`src/rtl/pwr_seq_pkg.sv`:
```
package pwr_seq_pkg;

    typedef enum logic [2:0] {
        PS_RUN    = 3'd0,
        PS_IDLE   = 3'd1,
        PS_PD     = 3'd2,
        PS_TPD    = 3'd3,
        PS_SETTLE = 3'd4
    } pwr_state_e;

    localparam int CAUSE_W = 4;

    localparam logic [CAUSE_W-1:0] CAUSE_POR = 4'b0001;
    localparam logic [CAUSE_W-1:0] CAUSE_PIN = 4'b0010;
    localparam logic [CAUSE_W-1:0] CAUSE_WDT = 4'b0100;
    localparam logic [CAUSE_W-1:0] CAUSE_BOD = 4'b1000;

endpackage

```
`src/rtl/pwr_seq_rstgen.sv`:
```
module pwr_seq_rstgen
    import pwr_seq_pkg::*;
#(
    parameter int SYNC_STAGES = 2,
    parameter int POR_STRETCH = 16
) (
    input  logic               clk,
    input  logic               por_n,
    input  logic               pin_i,
    input  logic               pin_rst_cfg,
    input  logic               wdt_req,
    input  logic               bod_req,
    input  logic               bod_armed,
    output logic               sys_rst,
    output logic               pin_data,
    output logic [CAUSE_W-1:0] cause
);

    localparam int PCW = $clog2(POR_STRETCH + 1);
    localparam logic [PCW-1:0] PCNT_END = PCW'(POR_STRETCH);

    logic [PCW-1:0]       por_cnt;
    logic                 por_busy;
    logic [SYNC_STAGES:0] chain;
    logic                 pin_role_rst;
    logic                 pin_rst;
    logic                 bod_hit;

    // Power-on stretch: reset held until the counter reaches its end value.
    always_ff @(posedge clk or negedge por_n) begin
        if (!por_n)
            por_cnt <= '0;
        else if (por_cnt != PCNT_END)
            por_cnt <= por_cnt + 1'b1;
    end

    assign por_busy = (por_cnt != PCNT_END);

    // Synchroniser stages plus one filter stage at the top of the chain.
    always_ff @(posedge clk or negedge por_n) begin
        if (!por_n)
            chain <= '1;
        else
            chain <= {chain[SYNC_STAGES-1:0], pin_i};
    end

    assign pin_role_rst = por_busy | pin_rst_cfg;
    assign pin_rst      = pin_role_rst & ~chain[SYNC_STAGES-1] & ~chain[SYNC_STAGES];
    assign pin_data     = pin_role_rst ? 1'b1 : chain[SYNC_STAGES-1];
    assign bod_hit      = bod_req & bod_armed;
    assign sys_rst      = por_busy | pin_rst | wdt_req | bod_hit;

    always_ff @(posedge clk or negedge por_n) begin
        if (!por_n)
            cause <= CAUSE_POR;
        else if (por_busy)
            cause <= CAUSE_POR;
        else if (pin_rst)
            cause <= CAUSE_PIN;
        else if (wdt_req)
            cause <= CAUSE_WDT;
        else if (bod_hit)
            cause <= CAUSE_BOD;
    end

    // watchdog without higher-priority source is the recorded cause
    a_r10_wdt_cause: assert property (@(posedge clk) disable iff (!por_n)
        (!por_busy && !pin_rst && wdt_req) |=> (cause == CAUSE_WDT));

    // a pin reset needs the pin low at the previous sampling edge too
    a_r9_pin_two_low: assert property (@(posedge clk) disable iff (!por_n)
        (pin_rst && !por_busy) |-> $past(!chain[SYNC_STAGES-1]));

    // brownout request while disarmed alone never resets
    a_r7_bod_masked: assert property (@(posedge clk) disable iff (!por_n)
        (!bod_armed && bod_req && !por_busy && !pin_rst && !wdt_req) |-> !sys_rst);

endmodule

```
`src/rtl/pwr_seq_fsm.sv`:
```
module pwr_seq_fsm
    import pwr_seq_pkg::*;
#(
    parameter int N_IRQ    = 8,
    parameter int SETTLE_W = 8
) (
    input  logic                clk,
    input  logic                por_n,
    input  logic                sys_rst,
    input  logic                idle_req,
    input  logic                pd_req,
    input  logic                tpd_req,
    input  logic [N_IRQ-1:0]    irq_act,
    input  logic [N_IRQ-1:0]    irq_wake,
    input  logic [SETTLE_W-1:0] settle_len,
    output pwr_state_e          state
);

    pwr_state_e          nxt;
    logic [SETTLE_W-1:0] cnt;
    logic [SETTLE_W-1:0] cnt_nxt;
    logic                any_irq;
    logic                any_wake;

    assign any_irq  = |irq_act;
    assign any_wake = |(irq_act & irq_wake);

    always_comb begin
        nxt     = state;
        cnt_nxt = cnt;
        if (sys_rst) begin
            nxt     = PS_RUN;
            cnt_nxt = '0;
        end else begin
            unique case (state)
                PS_RUN: begin
                    if (tpd_req)
                        nxt = PS_TPD;
                    else if (pd_req)
                        nxt = PS_PD;
                    else if (idle_req)
                        nxt = PS_IDLE;
                end
                PS_IDLE: begin
                    if (any_irq)
                        nxt = PS_RUN;
                end
                PS_PD, PS_TPD: begin
                    if (any_wake) begin
                        nxt     = PS_SETTLE;
                        cnt_nxt = settle_len;
                    end
                end
                PS_SETTLE: begin
                    if (cnt == '0)
                        nxt = PS_RUN;
                    else
                        cnt_nxt = cnt - 1'b1;
                end
                default: nxt = PS_RUN;
            endcase
        end
    end

    always_ff @(posedge clk or negedge por_n) begin
        if (!por_n) begin
            state <= PS_RUN;
            cnt   <= '0;
        end else begin
            state <= nxt;
            cnt   <= cnt_nxt;
        end
    end

    // any reset brings the sequencer back to RUN
    a_r10_reset_to_run: assert property (@(posedge clk) disable iff (!por_n)
        sys_rst |=> (state == PS_RUN));

    // deepest request wins in RUN
    a_r3_tpd_first: assert property (@(posedge clk) disable iff (!por_n)
        (state == PS_RUN && tpd_req && !sys_rst) |=> (state == PS_TPD));

    // an enabled interrupt ends light sleep
    a_r4_idle_wake: assert property (@(posedge clk) disable iff (!por_n)
        (state == PS_IDLE && any_irq && !sys_rst) |=> (state == PS_RUN));

    // deep levels hold without a wake-capable interrupt
    a_r5_deep_hold: assert property (@(posedge clk) disable iff (!por_n)
        ((state == PS_PD || state == PS_TPD) && !any_wake && !sys_rst)
        |=> (state == $past(state)));

    // an exhausted settle count releases the CPU
    a_r6_settle_exit: assert property (@(posedge clk) disable iff (!por_n)
        (state == PS_SETTLE && cnt == '0 && !sys_rst) |=> (state == PS_RUN));

endmodule

```
`src/rtl/pwr_seq_dec.sv`:
```
module pwr_seq_dec
    import pwr_seq_pkg::*;
(
    input  pwr_state_e state,
    input  logic       rc_is_sysclk,
    input  logic       rtc_cfg,
    input  logic       cmp_cfg,
    input  logic       wdt_cfg,
    output logic       cpu_clk_en,
    output logic       osc_en,
    output logic       rc_osc_en,
    output logic       bod_en,
    output logic       cmp_en,
    output logic       wdt_en,
    output logic       rtc_en
);

    always_comb begin
        cpu_clk_en = 1'b0;
        osc_en     = 1'b1;
        rc_osc_en  = rc_is_sysclk;
        bod_en     = 1'b1;
        cmp_en     = cmp_cfg;
        wdt_en     = wdt_cfg;
        rtc_en     = rtc_cfg;
        unique case (state)
            PS_RUN: cpu_clk_en = 1'b1;
            PS_IDLE, PS_SETTLE: begin
            end
            PS_PD: begin
                osc_en    = 1'b0;
                rc_osc_en = rc_is_sysclk & rtc_cfg;
            end
            PS_TPD: begin
                osc_en    = 1'b0;
                rc_osc_en = rc_is_sysclk & rtc_cfg;
                bod_en    = 1'b0;
                cmp_en    = 1'b0;
            end
            default: begin
            end
        endcase
    end

endmodule

```
`src/rtl/pwr_seq_top.sv`:
```
module pwr_seq_top
    import pwr_seq_pkg::*;
#(
    parameter int N_IRQ       = 8,
    parameter int SETTLE_W    = 8,
    parameter int POR_STRETCH = 16,
    parameter int SYNC_STAGES = 2
) (
    input  logic                clk,
    input  logic                por_n,
    input  logic                pin_i,
    input  logic                pin_rst_cfg,
    input  logic                idle_req,
    input  logic                pd_req,
    input  logic                tpd_req,
    input  logic [N_IRQ-1:0]    irq_act,
    input  logic [N_IRQ-1:0]    irq_wake,
    input  logic [SETTLE_W-1:0] settle_len,
    input  logic                wdt_rst_req,
    input  logic                bod_rst_req,
    input  logic                rc_is_sysclk,
    input  logic                rtc_cfg,
    input  logic                cmp_cfg,
    input  logic                wdt_cfg,
    output logic                sys_rst,
    output logic [2:0]          pwr_state,
    output logic                cpu_clk_en,
    output logic                osc_en,
    output logic                rc_osc_en,
    output logic                bod_en,
    output logic                cmp_en,
    output logic                wdt_en,
    output logic                rtc_en,
    output logic                pin_data,
    output logic [3:0]          rst_cause
);

    pwr_state_e st;

    pwr_seq_rstgen #(
        .SYNC_STAGES (SYNC_STAGES),
        .POR_STRETCH (POR_STRETCH)
    ) rstgen_i (
        .clk         (clk),
        .por_n       (por_n),
        .pin_i       (pin_i),
        .pin_rst_cfg (pin_rst_cfg),
        .wdt_req     (wdt_rst_req),
        .bod_req     (bod_rst_req),
        .bod_armed   (bod_en),
        .sys_rst     (sys_rst),
        .pin_data    (pin_data),
        .cause       (rst_cause)
    );

    pwr_seq_fsm #(
        .N_IRQ    (N_IRQ),
        .SETTLE_W (SETTLE_W)
    ) fsm_i (
        .clk        (clk),
        .por_n      (por_n),
        .sys_rst    (sys_rst),
        .idle_req   (idle_req),
        .pd_req     (pd_req),
        .tpd_req    (tpd_req),
        .irq_act    (irq_act),
        .irq_wake   (irq_wake),
        .settle_len (settle_len),
        .state      (st)
    );

    pwr_seq_dec dec_i (
        .state        (st),
        .rc_is_sysclk (rc_is_sysclk),
        .rtc_cfg      (rtc_cfg),
        .cmp_cfg      (cmp_cfg),
        .wdt_cfg      (wdt_cfg),
        .cpu_clk_en   (cpu_clk_en),
        .osc_en       (osc_en),
        .rc_osc_en    (rc_osc_en),
        .bod_en       (bod_en),
        .cmp_en       (cmp_en),
        .wdt_en       (wdt_en),
        .rtc_en       (rtc_en)
    );

    assign pwr_state = st;

endmodule

```
`config.mk`:
```
export PLATFORM = sky130hd
export DESIGN_NAME = pwr_seq_top
export DESIGN_NICKNAME = d
export VERILOG_FILES = /design/src/rtl/pwr_seq_pkg.sv /design/src/rtl/pwr_seq_rstgen.sv /design/src/rtl/pwr_seq_fsm.sv /design/src/rtl/pwr_seq_dec.sv /design/src/rtl/pwr_seq_top.sv
export SDC_FILE = /design/constraint.sdc
export NUM_CORES = 1
export LEC_CHECK = 0
export BUFFER_PORTS_ARGS = -buffer_cell sky130_fd_sc_hd__buf_2
export CORE_ASPECT_RATIO = 1.4
export CORE_MARGIN = 8
export CORE_UTILIZATION = 43
export CTS_CLUSTER_SIZE = 16
export DETAILED_ROUTE_END_ITERATION = 12
export PLACE_DENSITY = 0.76
export SLEW_MARGIN = 20
export SYNTH_ARGS = -nofsm -noshare
export SYNTH_HDL_FRONTEND = slang
export SYNTH_HIERARCHICAL = 1
export SYNTH_SLANG_ARGS = --single-unit
export TNS_END_PERCENT = 30
```
`constraint.sdc`:
```
create_clock -name clk -period 2.1 [get_ports clk]
set_input_delay 0.105 -clock clk [delete_from_list [all_inputs] [get_ports clk]]
set_output_delay 0.105 -clock clk [all_outputs]
set_load 0.05 [all_outputs]
```
### Word level (Yosys, flattened, before mapping)

Cells that the tools add are included.

* register bits: 23
* input bits: 37
* output and inout bits: 16

* equality and inequality tests: 10
* reductions and logical operators: 9
* bitwise logic cells: 11
* $add $sub $neg: 2
* multiplexer cells: 22

Operators with widths (count)
* $mux W8: 3
* $mux W3: 7
* $mux W4: 4
* $pmux W8 S2: 1
* $reduce_or A8 Y1: 2
* $pmux W3 S4: 1
* $ne A5 B5 Y1 const B: 2
* $and A8 B8 Y8: 1
* $logic_not A8 Y1: 1
* $sub A8 B1 Y8 const B: 1
* $eq A3 B2 Y1 const B: 2
* $mux W1: 6
* $ne A3 B2 Y1 const B: 2
* $add A5 B1 Y5 const B: 1
* $and A1 B1 Y1: 4
* $or A1 B1 Y1: 4
* $reduce_and A4 Y1: 1
* $reduce_bool A4 Y1: 1
* $eq A3 B1 Y1 const B: 1
* $eq A3 B3 Y1 const B: 1
* $logic_not A3 Y1: 1
* $ne A3 B1 Y1 const B: 1
* $ne A3 B3 Y1 const B: 1
* $reduce_and A3 Y1: 1
* 3 further kinds: 4

### Depth between registers and ports, before layout

* depth after elaboration: 9
* gate-level depth with buffers: 11

### Modules after synthesis

The synthesis kept the hierarchy.

Modules (own cells, without submodules)
* pwr_seq_fsm: area an instance 777.0 µm², cells each 89, instances 1
* pwr_seq_rstgen: area an instance 503.0 µm², cells each 41, instances 1
* pwr_seq_dec: area an instance 56.3 µm², cells each 8, instances 1

### Worst setup path after synthesis

No wires, ideal clock.

* path type: register -> register
* start point: reg fsm_i.state[1]
* end point: reg fsm_i.cnt[4]
* clock period less this slack: 3115 ps
* required time: 1999 ps
* stages on the path, launching flop included: 10
* data arrival time: 3015 ps
* path slack: -1015 ps
* library setup time: 101 ps
* cells stage by stage: dfrtp_1 -> nor2b_4 -> nand2_1 -> a21oi_1 -> nand2b_1 -> nor2_1 -> nand2_1 -> o22a_2 -> buf_6 -> o32ai_1

* longest elaborated chain between the ends: 6
* elaborated cells between the ends (all ways): 13
* those cells by class: eq/ne (5); mux (3); bitwise (2); reduce/logical (3)

RTL lines
* start: declaration: RTL line pwr_seq_fsm.sv:16 `output pwr_state_e state`
* start signal: assignment: RTL line pwr_seq_fsm.sv:70 `state <= nxt;`
* $eq A3 B2 Y1 *: RTL line pwr_seq_dec.sv:26 `unique case (state)`
* $mux W1 *: RTL line pwr_seq_dec.sv:26
* via bod_en: RTL line pwr_seq_top.sv:30 `output logic bod_en,`
* $and A1 B1 Y1 *: RTL line pwr_seq_rstgen.sv:50 `assign bod_hit = bod_req & bod_armed;`
* $or A1 B1 Y1 *: RTL line pwr_seq_rstgen.sv:51 `assign sys_rst = por_busy | pin_rst | wdt_req | bod_hit;`
* via sys_rst: RTL line pwr_seq_top.sv:25 `output logic sys_rst,`
* $ne A3 B3 Y1 (no source line), or another cell as far along
* $reduce_and A3 Y1 (no source line)
* end signal: assignment: RTL line pwr_seq_fsm.sv:71 `cnt <= cnt_nxt;`
* end: declaration: RTL line pwr_seq_fsm.sv:20 `logic [SETTLE_W-1:0] cnt;`

Mark *: on every way through the listed nets, which the timed path passes. The rest lies on a longest branch.
A chain may end at the register's enable or synchronous reset.

### Worst setup path in the final report

* start point: reg rstgen_i.por_cnt[0]
* end point: reg fsm_i.cnt[4]

* longest elaborated chain between the ends: 9
* elaborated cells between the ends (all ways): 12
* those cells by class: eq/ne (3); mux (1); bitwise (6); reduce/logical (2)

RTL lines
* start: declaration: RTL line pwr_seq_rstgen.sv:22 `logic [PCW-1:0] por_cnt;`
* start signal: assignment: RTL line pwr_seq_rstgen.sv:34 `por_cnt <= por_cnt + 1'b1;`
* $ne A5 B5 Y1 *: RTL line pwr_seq_rstgen.sv:37 `assign por_busy = (por_cnt != PCNT_END);`
* $or A1 B1 Y1: RTL line pwr_seq_rstgen.sv:47 `assign pin_role_rst = por_busy | pin_rst_cfg;`
* $and A1 B1 Y1 (2 in series): RTL line pwr_seq_rstgen.sv:48 `assign pin_rst = pin_role_rst & ~chain[SYNC_STAGES-1] & ~chain[SYNC_STAGES];`
* $or A1 B1 Y1 * (3 in series): RTL line pwr_seq_rstgen.sv:51
* $ne A3 B3 Y1 (no source line), or another cell as far along
* $reduce_and A3 Y1 (no source line)

Mark *: on every way between the ends. The rest lies on a longest branch, timed or not.

==> flow_metrics.tcl <==
set metrics [dict create \
    yosysWarnings 6 \
    yosysSeqAreaShare_pct 43.4 \
    clk_latency_ns 0.26 \
    vias 1261 \
    setup_viol 0 \
    synth_xor_area_share_pct 4.59 \
    clockBufferDepth 2 \
    postRouteAntennaNets 0 \
    crit_type "reg -> reg" \
    cts_buffers 3 \
    grtUsageTotal_pct 14.1 \
    start_util_pct 44.1 \
    hpwl_um 2810 \
    numPortBuffers 50 \
    ir_drop_mv 0.395 \
    multi_input_area_sq_um 769 \
    synth_compound_area_share_pct 17.5 \
    cts_tree "done" \
    clk_pin_slew_ns 0.08 \
    crit_path_end "fsm_i/cnt[4]" \
    r2r-start "rstgen_i/por_cnt[0]" \
    gp_congestion 0.830 \
    worst_pin_slew_ns 0.570 \
    reg2reg_slack_ns 0.06 \
    synth_top_area_share_pct 35.6 \
    cp-start-kind "flop" \
    dpl_cell_area_sq_um 1710 \
    core_sq_um 3030 \
    cts-root-buf "clkbuf_8" \
    syn_avg_cell_area_sq_um 9.68 \
    antenna_found_initial 0 \
    startpoint "rstgen_i/por_cnt[0]" \
    die_w_um 63.1 \
    fmax_mhz 490 \
    fp.dieH_um 82.0 \
    ys_top_cells_by_area "dfrtp_1 36%, dfstp_2 7.9%, xnor2_1 4.6%" \
    cellPowerDensity_nw_per_um2 619 \
    cap_violations 0 \
    crit_path_end_kind "flop" \
    area_growth_pct 40.0 \
    synth.cell_area_sq_um 1340 \
    yosysTopAreaCell "dfrtp_1" \
    fin_ws_ns 0.0589 \
    fin_worst_skew_ns 0.00138 \
    drive_gt1_share_pct 47.3 \
    synth_top_family_by_area "simple AND/OR/NAND/NOR gates" \
    antenna_cells 0 \
    cts_htree_levels 1 \
    dieArea_sq_um 5170 \
    reg2regPathDepth 10 \
    fp-row-count 24 \
    min_period_over_period_pct 97.2 \
    outcome "complete, no violations" \
    slew_headroom_pct 62.0 \
    leakage_uw 0.000887 \
    grt_pass1_vias 1375 \
    grt_pass1_wl_um 5890 \
    grt_max_degree 24 \
    wl_per_cell_um 15.4 \
    nets 243 \
    synth-simple-area-share_pct 21.8 \
    synth_mux_area_share_pct 1.59 \
    finalPower_uw 1160 \
    synth.ff_latch_count 23 \
    routed_via_density 5.25 \
    ios 53 \
    syn-num-nets 179 \
    hold_path_class "in -> reg" \
    cts.sinks 23 \
    firstDrtPassIters 4 \
    cp.arrival_ns 2.22 \
    synth.distinct_cells 40 \
    synth_fa_ha_area_share_pct 3.75 \
    maxSlewViolCount 0 \
    n_fill_cell 268 \
    drtIter0Drc 30 \
    finalCriticalPeriod_ns 2.04 \
    drc 0 \
    crit_fanout 6 \
    synthCells 138 \
    rr_endpoint "fsm_i/cnt[4]" \
    cp.required_ns 2.27 \
    overflow 0 \
    pre_cts_ws_ns -0.0699 \
    finalHoldViolCount 0 \
    wirelength_um 3690 \
    seqCellArea_sq_um 587 \
    rsz0062_at_grt "true" \
    final_design_area_no_fill_sq_um 1870 \
]
-- where the power goes --
group / internal (uW) / switching (uW) / total [uW]
clock network: 135 / 137 / 272
registers: 472 / 48.3 / 520
logic: 119 / 246 / 365
-- per-layer routing --
metal / track usage [%] / routed length [um] / vias to the layer above / part of all wire (%)
met1: 12.8 / 1380 / 626 / 37
met3: 2.59 / 107 / 6 / 2.9
met5: 0 / 0 / - / 0
li1: - / - / 610 / -
met2: 29.1 / 2150 / 19 / 58
met4: 6.86 / 56 / 0 / 1.5
-- synth_stat cells --
library cell and n:
or3b_2 1, nor2b_1 1, nand2_1 7, a22oi_1 4, dfstp_2 4, or4_4 1, and4_1 2, a32oi_1 1
nor3b_4 1, buf_1 1, o32ai_1 4, a21oi_1 9, xnor2_1 7, nor3_2 1, o22ai_1 4, nand3_1 4
nor2_1 14, o21ai_0 2, nor4bb_1 1, nor4_1 2, a21boi_0 1, o41ai_4 1, buf_4 3, buf_6 1
mux2_1 1, inv_2 1, inv_1 15, a21o_1 1, nand2b_4 1, o22a_2 1, a31oi_1 2, o21a_1 2
nor3b_1 3, dfrtp_1 19, nor2b_4 1, mux2i_1 1, or3_1 1, ha_1 4, nand2b_1 1, nor3_1 7
-- what timing repair did --
action,4_1_cts,5_1_grt
pin swaps,0,6
buffers inserted,0,7
gates resized for setup,4,6
hold endpoints to repair,20,0
hold buffers,2,0
setup endpoints to repair,8,6
-- per-stage QoR --
stage | hold WS (ns) | instances | utilization (%) | TNS, ns
after global routing | 0.0639 | 240 | 61.7 | -0.182
after floorplan | -0.191 | 138 | - | -0.274
after global placement | 0.0944 | 227 | 56.2 | 0
final | 0.0693 | 240 | 61.7 | 0
after detailed placement | 0.108 | 227 | 56.2 | -0.356
after CTS | 0.0607 | 233 | 59.4 | 0
-- logic make-up (layout without fill, tap and decap cells) --
logic type	after synthesis	in the layout
simple gates	49	49
compound gates	32	32
flops	23	23
buf+inv	21	84
xor+xnor	7	7
fa+ha+maj	4	4
mux	2	2
-- registers in the layout (all words and copies together), names as in the netlist --
signal,count
rstgen_i/chain,3
fsm_i/cnt,8
rstgen_i/por_cnt,5
fsm_i/state,3
rstgen_i/cause,4
-- final cells by class --
cell class / count / area share [%]
multi-input cells: 94 / 41.1
flip-flops and latches: 23 / 31.4
repair buffers: 64 / 19.3
inverters: 16 / 3.21
well taps: 39 / 2.61
clock buffers: 4 / 2.41
-- how the worst min path moves through the flow --
stage	from	end	cells past startpoint
after CTS	wdt_rst_req	rstgen_i/cause[3]	2
final	wdt_rst_req	rstgen_i/cause[3]	2
after global routing	wdt_rst_req	rstgen_i/cause[3]	2
after floorplan	por_n	fsm_i/cnt[0]	0
after global placement	por_n	fsm_i/state[1]	1
after detailed placement	por_n	fsm_i/state[1]	1
-- layout by cell type, fill, tap and decap left out, types with 2 or more instances in the layout --
master and instances:
o21a_1 2, buf_4 12, clkbuf_8 3, inv_1 15, nor2_1 13, a31oi_1 2, xnor2_1 7, o21ai_0 2
o32ai_2 4, buf_2 50, dfstp_2 4, o22ai_1 2, dfrtp_2 2, nand2b_4 2, nor3b_1 3, nand3_1 4
dlygate4sd3_1 2, nand2_1 5, a21oi_1 8, dfrtp_1 16, nor3_1 7, and4_1 2, o22ai_2 2, nor4_1 2
a22oi_1 4, ha_1 3
-- worst max-delay path, cell delays in order (launching register included) --
cell	delay (ns)
dfrtp_1	0.39
inv_1	0.06
ha_2	0.16
nor4bb_4	0.22
buf_4	0.18
nand2b_4	0.06
nand2b_4	0.17
nor2_4	0.15
nand2_2	0.06
o22a_4	0.25
o32ai_2	0.25
(Power assumes the default switching activity.)
